### config.mk
export PLATFORM = sky130hd
export DESIGN_NAME = seg_scan_unit
export DESIGN_NICKNAME = d
export VERILOG_FILES = /design/src/rtl/seg_scan_pkg.sv /design/src/rtl/seg_scan_combine.sv /design/src/rtl/seg_scan_core.sv /design/src/rtl/seg_scan_tot_fifo.sv /design/src/rtl/seg_scan_unit.sv
export SDC_FILE = /design/constraint.sdc
export NUM_CORES = 1
export LEC_CHECK = 0
export BUFFER_PORTS_ARGS = -buffer_cell sky130_fd_sc_hd__buf_2
export CAP_MARGIN = 20
export CORE_ASPECT_RATIO = 1.75
export CORE_UTILIZATION = 45
export CTS_BUF_LIST = sky130_fd_sc_hd__clkbuf_4 sky130_fd_sc_hd__clkbuf_8
export CTS_CLUSTER_DIAMETER = 100
export DETAILED_ROUTE_END_ITERATION = 8
export SLEW_MARGIN = 20
export SYNTH_ARGS = -nofsm -noshare
export SYNTH_HDL_FRONTEND = slang
export SYNTH_SLANG_ARGS = --single-unit
export TNS_END_PERCENT = 20
### constraint.sdc
create_clock -name clk -period 3.72 [get_ports clk]
set_input_delay 0 -clock clk [delete_from_list [all_inputs] [get_ports clk]]
set_output_delay 0 -clock clk [all_outputs]
set_load 0.1 [all_outputs]
### src/rtl/seg_scan_pkg.sv
// Shared types for the segmented scan unit.
// Assumes: nothing beyond IEEE 1800-2017 enums.
package seg_scan_pkg;

    // Combine operator selected at elaboration time
    typedef enum logic {
        OP_ADD = 1'b0,
        OP_MAX = 1'b1
    } scan_op_e;

    // How many segment totals one accepted element queues
    typedef enum logic [1:0] {
        TOT_NONE = 2'd0,
        TOT_ONE  = 2'd1,
        TOT_TWO  = 2'd2
    } tot_push_e;

endpackage

### src/rtl/seg_scan_combine.sv
// Combine operator and its identity element.
// OP_ADD: wrapping W-bit sum, identity 0.
// OP_MAX: signed maximum, identity is the most negative W-bit value.
// Assumes: purely combinational, operands are W-bit two's complement.
module seg_scan_combine
    import seg_scan_pkg::*;
#(
    parameter int       W  = 16,
    parameter scan_op_e OP = OP_ADD
) (
    input  logic [W-1:0] lhs,
    input  logic [W-1:0] rhs,
    output logic [W-1:0] res,
    output logic [W-1:0] ident
);

    generate
        if (OP == OP_MAX) begin : g_max
            // Signed maximum of the earlier accumulator and the new value
            always_comb begin
                res   = ($signed(lhs) > $signed(rhs)) ? lhs : rhs;
                ident = {1'b1, {(W-1){1'b0}}};
            end
        end else begin : g_add
            // Wrapping sum of the earlier accumulator and the new value
            always_comb begin
                res   = lhs + rhs;
                ident = '0;
            end
        end
    endgenerate

endmodule

### src/rtl/seg_scan_core.sv
// Segment accumulator and prefix output register.
// Keeps the inclusive value of the open segment, forms the inclusive and
// exclusive prefix of each accepted element, and reports which segment
// totals the element closes (the older one first).
// Assumes: 'take' is high only when the element is really transferred.
module seg_scan_core
    import seg_scan_pkg::*;
#(
    parameter int       W  = 16,
    parameter scan_op_e OP = OP_ADD
) (
    input  logic          clk,
    input  logic          rst_n,
    input  logic          take,
    input  logic [W-1:0]  in_data,
    input  logic          in_head,
    input  logic          in_last,
    input  logic          excl_mode,
    input  logic          out_ready,
    output logic          out_valid,
    output logic [W-1:0]  out_data,
    output logic          out_first,
    output tot_push_e     tot_push,
    output logic [W-1:0]  tot_d0,
    output logic [W-1:0]  tot_d1
);

    logic [W-1:0] acc_q;
    logic         open_q;
    logic [W-1:0] comb_val;
    logic [W-1:0] ident_val;
    logic         eff_head;
    logic         close_prev;
    logic [W-1:0] incl_val;
    logic [W-1:0] excl_val;

    seg_scan_combine #(.W(W), .OP(OP)) u_op (
        .lhs   (acc_q),
        .rhs   (in_data),
        .res   (comb_val),
        .ident (ident_val)
    );

    // Flag-guarded combine: a head (real or implied) drops the accumulator
    always_comb begin
        eff_head   = in_head || !open_q;
        close_prev = in_head && open_q;
        incl_val   = eff_head ? in_data   : comb_val;
        excl_val   = eff_head ? ident_val : acc_q;
    end

    // Choose which totals this element closes and their order
    always_comb begin
        tot_push = TOT_NONE;
        tot_d0   = incl_val;
        tot_d1   = incl_val;
        if (take) begin
            if (close_prev && in_last) begin
                tot_push = TOT_TWO;
                tot_d0   = acc_q;
            end else if (close_prev) begin
                tot_push = TOT_ONE;
                tot_d0   = acc_q;
            end else if (in_last) begin
                tot_push = TOT_ONE;
            end
        end
    end

    // Running accumulator and open-segment flag
    always_ff @(posedge clk) begin
        if (!rst_n) begin
            acc_q  <= '0;
            open_q <= 1'b0;
        end else if (take) begin
            acc_q  <= incl_val;
            open_q <= !in_last;
        end
    end

    // Prefix output register, held until the consumer takes it
    always_ff @(posedge clk) begin
        if (!rst_n) begin
            out_valid <= 1'b0;
            out_data  <= '0;
            out_first <= 1'b0;
        end else if (take) begin
            out_valid <= 1'b1;
            out_data  <= excl_mode ? excl_val : incl_val;
            out_first <= eff_head;
        end else if (out_ready) begin
            out_valid <= 1'b0;
        end
    end

endmodule

### src/rtl/seg_scan_tot_fifo.sv
// Segment total queue: accepts up to two writes per cycle, one read.
// Assumes: DEPTH is a power of two and at least 2; the writer pushes only
// when has_room was high (at least two free entries).
module seg_scan_tot_fifo
    import seg_scan_pkg::*;
#(
    parameter int W     = 16,
    parameter int DEPTH = 4
) (
    input  logic          clk,
    input  logic          rst_n,
    input  tot_push_e     push,
    input  logic [W-1:0]  d0,
    input  logic [W-1:0]  d1,
    output logic          has_room,
    output logic          out_valid,
    output logic [W-1:0]  out_data,
    input  logic          out_ready
);

    localparam int AW = $clog2(DEPTH);
    localparam int CW = AW + 1;

    logic [W-1:0]  mem [DEPTH];
    logic [AW-1:0] wr_q;
    logic [AW-1:0] rd_q;
    logic [CW-1:0] cnt_q;
    logic [AW-1:0] wr_nx1;
    logic          pop;

    // Derived pointers and handshake terms
    always_comb begin
        wr_nx1    = wr_q + 1'b1;
        out_valid = (cnt_q != '0);
        pop       = out_valid && out_ready;
        has_room  = (cnt_q <= CW'(DEPTH - 2));
        out_data  = mem[rd_q];
    end

    generate
        for (genvar g = 0; g < DEPTH; g++) begin : g_ent
            // Storage entry g: first or second write of the cycle
            always_ff @(posedge clk) begin
                if (push == TOT_TWO && AW'(g) == wr_nx1) begin
                    mem[g] <= d1;
                end else if (push != TOT_NONE && AW'(g) == wr_q) begin
                    mem[g] <= d0;
                end
            end
        end
    endgenerate

    // Pointer and occupancy bookkeeping
    always_ff @(posedge clk) begin
        if (!rst_n) begin
            wr_q  <= '0;
            rd_q  <= '0;
            cnt_q <= '0;
        end else begin
            wr_q  <= wr_q + AW'(push);
            rd_q  <= rd_q + AW'(pop);
            cnt_q <= cnt_q + CW'(push) - CW'(pop);
        end
    end

endmodule

### src/rtl/seg_scan_unit.sv
// Segmented streaming scan unit (top).
// One element per cycle in; one prefix per element out a cycle later;
// finished segment totals out through a small queue.
// Assumes: excl_mode may change per element; in_data is two's complement
// when OP_MAX is selected.
module seg_scan_unit
    import seg_scan_pkg::*;
#(
    parameter int       W         = 16,
    parameter scan_op_e OP        = OP_ADD,
    parameter int       TOT_DEPTH = 4
) (
    input  logic          clk,
    input  logic          rst_n,
    input  logic          excl_mode,
    input  logic          in_valid,
    output logic          in_ready,
    input  logic [W-1:0]  in_data,
    input  logic          in_head,
    input  logic          in_last,
    output logic          out_valid,
    input  logic          out_ready,
    output logic [W-1:0]  out_data,
    output logic          out_first,
    output logic          sum_valid,
    input  logic          sum_ready,
    output logic [W-1:0]  sum_data
);

    logic         take;
    logic         room;
    tot_push_e    tot_push;
    logic [W-1:0] tot_d0;
    logic [W-1:0] tot_d1;

    // Accept only when the prefix slot frees and two totals can be queued
    always_comb begin
        in_ready = (!out_valid || out_ready) && room;
        take     = in_valid && in_ready;
    end

    seg_scan_core #(.W(W), .OP(OP)) u_core (
        .clk       (clk),
        .rst_n     (rst_n),
        .take      (take),
        .in_data   (in_data),
        .in_head   (in_head),
        .in_last   (in_last),
        .excl_mode (excl_mode),
        .out_ready (out_ready),
        .out_valid (out_valid),
        .out_data  (out_data),
        .out_first (out_first),
        .tot_push  (tot_push),
        .tot_d0    (tot_d0),
        .tot_d1    (tot_d1)
    );

    seg_scan_tot_fifo #(.W(W), .DEPTH(TOT_DEPTH)) u_tot (
        .clk       (clk),
        .rst_n     (rst_n),
        .push      (tot_push),
        .d0        (tot_d0),
        .d1        (tot_d1),
        .has_room  (room),
        .out_valid (sum_valid),
        .out_data  (sum_data),
        .out_ready (sum_ready)
    );

endmodule

# Word level (Yosys, flattened, before mapping)
# Memory sizes are Yosys's and may differ from the RTL's. A register that Yosys moved wholly into a read port is not among the register bits.
# Index checks and enable logic that the tools add are counted.
[word_totals]
ramBits = 64
rom_bits = 0
latchBits = 0
n_memories = 1
regBits = 42
wordCells = 95
[classes]
bitwise_logic = 4
mux = 43
div_mod_pow = 0
n_addsub = 6
multipliers = 0
n_shift = 0
eq_ne = 7
magnitude_cmp = 1
reduce_logical = 25
[mem_list]
columns = ["name", "depth", "word_bits", "rd", "rd_clocked_by_memory_dff", "write_ports", "line_no", "text"]
rows = [
  ["u_tot.mem", 4, 16, 1, 1, 2, "seg_scan_tot_fifo.sv:24", "logic [W-1:0] mem [DEPTH];"],
]
[ops]
columns = ["op", "n"]
rows = [
  ["two-way mux 16 bit", 12],
  ["OR reduction 16 bit", 2],
  ["two-way mux 1 bit", 25],
  ["adder 16 bit", 1],
  ["logical AND 1 bit", 13],
  ["two-way mux 2 bit", 6],
  ["== test 2 bit (first input constant)", 4],
  ["== test 1 x 2 -> 1 bit (first input constant)", 2],
  ["zero test 2 bit", 2],
  ["OR 1 bit", 4],
  ["nonzero test 2 bit", 2],
  ["adder 3 x 2 -> 3 bit", 1],
  ["<= comparator 3 x 2 -> 1 bit (second input constant)", 1],
  ["zero test 1 bit", 3],
  ["nonzero test 3 bit", 1],
  ["subtractor 3 x 1 -> 3 bit", 1],
  ["adder 2 x 1 -> 2 bit", 1],
  ["adder 2 x 1 -> 2 bit (second input constant)", 1],
  ["adder 2 bit", 1],
  ["== test 2 bit (second input constant)", 1],
  ["logical OR 1 bit", 2],
]

# Longest topological paths before layout
# Gate-level depths: netlist of run 1.
[logic_depth]
ltp_word = 13
mapped_depth = 10
depth_no_buf = 9

# Cells and area by module
# Synthesis of run 1 repeated with hierarchy kept, for this count alone.
[unflattened]
hier_cells = 514
hier_area_um2 = 6393.6
[by_module_without_submodules]
columns = ["module", "seq_area_each_um2", "cells_per_inst", "n_inst", "area_each_um2"]
rows = [
  ["seg_scan_tot_fifo", 2062.0, 201, 1, 3540.9],
  ["seg_scan_core", 700.7, 195, 1, 1985.7],
  ["seg_scan_combine", 0.0, 115, 1, 848.3],
  ["seg_scan_unit", 0.0, 3, 1, 18.8],
]

# Worst setup path after synthesis of run 1
# OpenSTA, ideal clock, no wires.
[synth_timing]
path_type = "register to register"
startpoint = "register u_core.out_valid"
endpoint = "memory u_tot.mem[3][0], enable pin"
slack_ns = 0.607
stages_incl_launch_ff = 6
arrival_time_ns = 2.700
required_time_ns = 3.307
period_less_slack_ns = 3.113
path_buffers = 2
cell_sequence = "dfxtp_1 -> nand2b_1 -> nand4b_1 -> clkbuf_1 -> buf_1 -> nor3b_1"
[synth_lines]
columns = ["item", "line_no", "text"]
rows = [
  ["start: declaration", "seg_scan_core.sv:20", "output logic out_valid,"],
  ["start signal: assignment", "seg_scan_core.sv:84", "out_valid <= 1'b0;"],
  ["start signal: assignment", "seg_scan_core.sv:88", "out_valid <= 1'b1;"],
  ["start signal: assignment", "seg_scan_core.sv:92", "out_valid <= 1'b0;"],
  ["end: declaration", "seg_scan_tot_fifo.sv:24", ""],
]

==> results of run 1 <==
## report_power, final
part           internal (W)  total [W]  switching [W]
registers           0.00143    0.00158       0.000146
clock network      0.000262   0.000710       0.000448
logic              0.000614    0.00230        0.00169
total               0.00231    0.00459        0.00228
## synth_stat cells (all sizes together), types with 6 or more instances
library cell / instances
nor2: 74
a21oi: 66
edfxtp: 64
dfxtp: 42
o21ai: 38
clkbuf: 33
ha: 21
nand2: 19
mux2: 17
mux4: 16
nand3: 16
a31oi: 14
and2: 12
a211oi: 10
mux2i: 9
nand2b: 9
xnor2: 9
o211ai: 8
or3: 8
inv: 7
a221oi: 6
buf: 6
## per-stage QoR
stage          setup slack, ps  instance area [sq um]
2_1_floorplan            607.3                   5968
3_3_place_gp             858.3                   6432
3_5_place_dp             794.4                   6432
4_1_cts                  785.3                   6696
5_1_grt                  576.1                   6696
6_report                 765.8                   6696
## layer usage
| metal | vias to the layer above | share of wire [%] | track usage (%) |
|---|---|---|---|
| met2 | 181 | 54 | 44.65 |
| met3 | 45 | 4.7 | 3.735 |
| met4 | 0 | 3.7 | 10.58 |
| li1 | 2297 | - | - |
| met1 | 2362 | 38 | 29.32 |
| met5 | - | 0 | 0 |
## registers in the layout, indices dropped and copies added (netlist names)
register          flops
u_core.out_valid      1
u_core.open_q         1
u_core.out_first      1
u_core.acc_q         16
u_tot.mem            64
u_tot.rd_q            2
u_core.out_data      16
u_tot.wr_q            2
u_tot.cnt_q           3
## worst max-delay path, stage by stage (launching register included)
cell	delay, ps
dfxtp_1	380
ha_1	250
fa_1	420
a21o_1	210
a311o_1	450
and4_1	220
or3_1	400
a31oi_2	280
a21oi_1	100
## final timing paths
path | startpoint | endpoint | slack, ps
setup / recovery | u_core.acc_q[0] | u_tot.mem[1][12] | 770
setup reg to reg | u_core.acc_q[0] | u_tot.mem[1][12] | 770
hold / removal | in_data[13] | u_core.out_data[13] | 10
hold reg to reg | u_core.out_data[5] | u_core.out_data[5] | 510
## cell type report
| class | count | area share (%) |
|---|---|---|
| well taps | 171 | 3.195 |
| repair buffers | 78 | 6.801 |
| clock inverters | 7 | 1.046 |
| clock buffers | 9 | 1.850 |
| flip-flops and latches | 106 | 41.26 |
| multi-input cells | 423 | 45.40 |
| inverters | 8 | 0.4484 |
## logic make-up (layout without fill, tap and decap cells)
logic type	count (synthesis)	in the layout
compound gates	180	180
simple gates	165	165
flops	106	106
buf+inv	47	102
mux	42	42
fa+ha+maj	23	23
xor+xnor	13	13
==> run summary, run 1 <==
Slew margin rel.: 31.87%
Highest-count cells in the layout ignoring fill and taps: 73 x nor2_1, 66 x a21oi_1, 64 x edfxtp_1
DRC Markers: 0
Root buffer cell: clkbuf_8
Post-route ant nets: 0
I/O pins: 60
#FFs+latches synth: 106
Via count: 4,885
Grt ovf: 0
Via/cell ratio: 6.091
Largest net degree at the start of global routing: 52
Final cell count without fillers: 802
TritonCTS Sinks: 106
Final Cycle Share: 79.41%
Area taken by multi-input logic gates: 3040 sq um
Top_reg_cell synth: edfxtp_1
Final slew viol count: 0
Post-synth EDFFs: 64
Syn_nets: 623
R2R cell count: 8
Placement row count: 55
Peak VDD IR: 0.0003628 V
Max clock buf depth: 2
Pwr Total: 0.004589 W
DP Cell Count: 779
FILL cells: 1,241
H-tree depth: 3
Worst EP required: 3840 ps
CTS clk-pin slew, worst paths: 110 ps
Worst-margin pin slew: 1021 ps
Status: finished, final reports clean
TritonCTS clock tree: done
Worst hold slack: 13.21 ps
# setup viols final: 0
Hold Vio Cnt, Final: 0
Max Cap Viol: 0
Mapped cell area: 5968 sq um
Routed Wire Length: 16.28 mm
Hold_buf cts: 7
Final clock skew: 18.39 ps
Post-synthesis mux area share: 10.75%
Routability cong.: 0.9022
Synth Area in Simple Gates: 13.35%
Port Buffers: 59
Synth async-reset ratio: 0%
Clock Latency Late Sink: 390 ps
Crit path kind: reg -> reg
Global-route wire length before repair: 25.45 mm
Mapped Avg Cell Area: 10.36 sq um
WHS Path Cells: 3
Worst Hold Class: in -> reg
CP startpoint kind: register
Die Area: 13,750 sq um
Starting Density: 46.13%
First DRT Iteration DRCs: 399
Post-synthesis sequential area ratio: 46.29%
Area share of fa/ha/maj cells after synthesis: 5.073%
Largest cells by area after synthesis: edfxtp_1 32%, dfxtp_1 14%, mux4_2 6.0%, a21oi_1 5.5%, nor2_1 4.6%
Combinational family with the most area after synthesis: compound AO/OA/AOI/OAI gates
Die height: 154.3 um
Worst path arrival time: 3080 ps
# Post-CTS Setup Buffers: 0
Yosys warns: 0
Die width: 89.06 um
Setup TNS: 0 ps
Initial antenna violation count: 0
F_max: 338.5 MHz
Diodes inserted: 0
RSZ-0062 raised after global routing: false
Crit end category: register
Largest area contributor in the netlist: edfxtp_1
Final min period: 2954 ps
Core area: 12,940 sq um
Drt pass-1 iters: 5
Share of layout cells above drive strength 1: 22.03%
Fin util: 51.76%
Pwr per Cell Area: 685.3 nW/um^2
Storage cell area: 2763 sq um
CTS Buf Count: 9
Resized cells post-CTS: 0
Area share of the largest cell type after synthesis: 32.20%
Vias in the first global route: 4,694
Commonest non-fill, non-tap cell in the layout: nor2_1
Worst Path Max Fanout: 7
Area Growth Syn to Fin: 12.20%
Post-synthesis xor/xnor area fraction: 1.908%
Syn Inst Count: 576
Post-synthesis compound-gate area fraction: 19.62%
Total GRT Usage: 25.10%
Routed WL per cell: 20.30 um
NumNets Final: 673
Leak: 2.576 nW
Yosys cell types: 61
Post-DP HPWL: 11.08 mm
Power figures use the tool's default switching activity.
==> run 2: changes to the inputs <==
ABC_AREA = 1   (was unset)
clock period = 2.9 ns   (was 3.72 ns; I/O delays follow)
==> run summary, run 2 <==
Status: finished, final reports clean
Leak: 3.350 nW (+30%)
Max Cap Viol: 0 (unchanged)
Largest net degree at the start of global routing: 41 (-21%)
Post-synthesis sequential area ratio: 42.54% (-3.7 points)
Slowest CP cell: buf_4
Crit end category: register
Core area: 13,980 sq um (+8.0%)
Syn_nets: 917 (+47%)
Post-route ant nets: 0 (unchanged)
Via/cell ratio: 5.361 (-12%)
Port Buffers: 59 (unchanged)
Die height: 160.9 um (+4.3%)
Area Growth Syn to Fin: 10.94%
Worst Hold Class: in -> reg
Initial antenna violation count: 0 (unchanged)
CP startpoint kind: register
Yosys cell types: 33 (-46%)
Starting Density: 46.46% (+0.32 points)
Routed WL per cell: 16.02 um (-21%)
Slew margin rel.: 51.72% (+20 points)
Pwr per Cell Area: 890.5 nW/um^2 (+30%)
Worst-margin pin slew: 723.4 ps (-297.1 ps)
Delay-heaviest family, CP: adder cells
DP Area: 6948 sq um (+8.0%)
Diodes inserted: 0 (unchanged)
Final non-filler cell area: 7204 sq um (+7.6%)
Area share of the largest cell type after synthesis: 29.60% (-2.6 points)
# setup viols final: 0 (unchanged)
Worst path arrival time: 2630 ps (-450 ps)
Fin util: 51.54% (-0.22 points)
Routability cong.: 0.8888 (-1.5%)
Root buffer cell: clkbuf_8
Via count: 5,940 (+22%)
Largest regs: u_tot.mem (64), u_core.acc_q (16), u_core.out_data (16)
Worst EP required: 3210 ps (-630 ps)
Commonest non-fill, non-tap cell in the layout: nand2_1
Hold Vio Cnt, Final: 0 (unchanged)
First DRT Iteration DRCs: 405 (+1.5%)
Final clock skew: 11.97 ps (-6.415 ps)
Synth async-reset ratio: 0% (unchanged)
CP Buf/Inv Count: 2 (+2)
Highest-count cells in the layout ignoring fill and taps: 211 x nand2_1, 114 x nand3_1, 105 x inv_1
Max reg flops: 64 (unchanged)
Top_reg_cell synth: edfxtp_1
Grt ovf: 0 (unchanged)
CTS clk-pin slew, worst paths: 110 ps (about the same)
Slowest stage delay, CP: 390 ps (-60 ps)
Routed Wire Length: 17.75 mm (+9.1%)
Yosys warns: 0 (unchanged)
Cell mode on critical path: nor2_4
Total GRT Usage: 24.73% (-0.37 points)
Vias in the first global route: 5,751 (+23%)
Die width: 92.81 um (+4.2%)
I/O pins: 60 (unchanged)
NumNets Final: 973 (+45%)
Synth cell count leaders: 211 x nand2_1, 114 x nand3_1, 105 x inv_1
DRC Markers: 0 (unchanged)
Peak VDD IR: 0.0004066 V (+12%)
Post-DP HPWL: 13.22 mm (+19%)
Global-route wire length before repair: 28.64 mm (+13%)
TritonCTS clock tree: done
CTS Buf Count: 9 (unchanged)
Largest area contributor in the netlist: edfxtp_1
Share of layout cells above drive strength 1: 12.57% (-9.5 points)
H-tree depth: 3 (unchanged)
Worst path cell trace: a21oi_2 -> nand2_1 -> nor2_4 -> inv_4 -> buf_4 -> nor2_4 -> ha_1 -> fa_1 -> xor2_1 -> o21ai_0 -> a21oi_1
Setup TNS: 0 ps (unchanged)
#FFs+latches synth: 106 (unchanged)
Clock Latency Late Sink: 380 ps (about the same)
Post-synth EDFFs: 64 (unchanged)
Max clock buf depth: 2 (unchanged)
Drt pass-1 iters: 5 (unchanged)
Largest reg by FF count: u_tot.mem
Die Area: 14,930 sq um (+8.6%)
Mapped cell area: 6494 sq um (+8.8%)
Pwr Total: 0.006416 W (+40%)
Placement row count: 57 (+3.6%)
Count leader, synth: nand2_1
TritonCTS Sinks: 106 (unchanged)
Final min period: 2322 ps (-631.7 ps)
Syn Inst Count: 870 (+51%)
Resized cells post-CTS: 0 (unchanged)
Crit path kind: reg -> reg
Final slew viol count: 0 (unchanged)
Mapped Avg Cell Area: 7.464 sq um (-28%)
Largest cells by area after synthesis: edfxtp_1 30%, dfxtp_1 13%, nand2_1 12%, nand3_1 8.8%, o21ai_0 7.0%
Final Cycle Share: 80.09% (+0.67 points)
RSZ-0062 raised after global routing: false
F_max: 430.6 MHz (+27%)
Worst Path Max Fanout: 40 (+33)
[run 2: changes by cell type after synthesis, moves of 13 or more]
cell      previous run  this run
clkbuf_1            33        18
o22ai_1              0        18
nand3_1             16       114
a31oi_1             13         0
nor2_1              73        49
mux4_2              16         0
inv_1                7       105
mux2_2              17         0
nand2_1             19       211
o21ai_0             37        91
o21ai_1              1        16
[run 2: final cells by class]
class	instances	area, sq um
fillers	1405	6774
multi-input cells	617	3137
flip-flops and latches	106	2763
repair buffers	81	478.0
inverters	111	419.2
well taps	177	221.5
clock buffers	10	131.4
clock inverters	6	55.05
[run 2: path summary, 6_finish.rpt]
| kind | startpoint | endpoint | slack, ps | cells after the start |
|---|---|---|---|---|
| hold / removal | in_data[9] | u_core.acc_q[9] | 30 | 5 |
| hold reg to reg | u_core.out_data[2] | u_core.out_data[2] | 470 | 2 |
| setup / recovery | u_tot.cnt_q[1] | u_tot.cnt_q[2] | 580 | 11 |
| setup reg to reg | u_tot.cnt_q[1] | u_tot.cnt_q[2] | 580 | 11 |
[run 2: logic make-up (layout without fill, tap and decap cells)]
family                     count (synthesis)  after routing  synth area share (%)
and+or+nand+nor                          401            401                 27.84
AOI/OAI and AO/OA                        189            189                 15.26
buffers and inverters                    147            208                 9.152
DFF                                      106            106                 42.54
adders and majority gates                 23             23                 4.663
xor gates and xnor gates                   4              4                0.5396
[run 2: tightest hold or removal path, cell delays in order]
cell	delay, ps
buf_2	110
nand2_1	70
nand3_1	80
o211ai_1	80
inv_1	50
[run 2: layer usage]
| layer | up-vias | track usage [%] | share of wire [%] |
|---|---|---|---|
| met2 | 181 | 43.92 | 51 |
| met1 | 2712 | 30.74 | 43 |
| met5 | - | 0 | 0 |
| met4 | 0 | 8.112 | 1.6 |
| met3 | 22 | 2.794 | 4.5 |
| li1 | 3025 | - | - |
[run 2: repair_timing]
action                                 CTS  global route
endpoints found under the hold margin    9             0
setup buffers                            0             0
hold buffers                             7             0
[run 2: stage by stage]
stage | hold slack, ps | instances | setup WS [ps]
6_report | 31.75 | 1108 | 577.5
3_3_place_gp | 217.5 | 1085 | 614.0
5_1_grt | 77.89 | 1108 | 340.2
3_5_place_dp | 237.4 | 1085 | 585.3
2_1_floorplan | 89.36 | 870 | -97.31
4_1_cts | 18.42 | 1108 | 555.5
[run 2: where the power goes]
group | internal, W | leakage (nW) | switching (W) | total [W]
clock network | 0.000341 | 0.0908 | 0.000552 | 0.000893
registers | 0.00185 | 0.927 | 0.000127 | 0.00198
logic | 0.000742 | 2.33 | 0.00281 | 0.00355
total | 0.00293 | 3.35 | 0.00348 | 0.00642
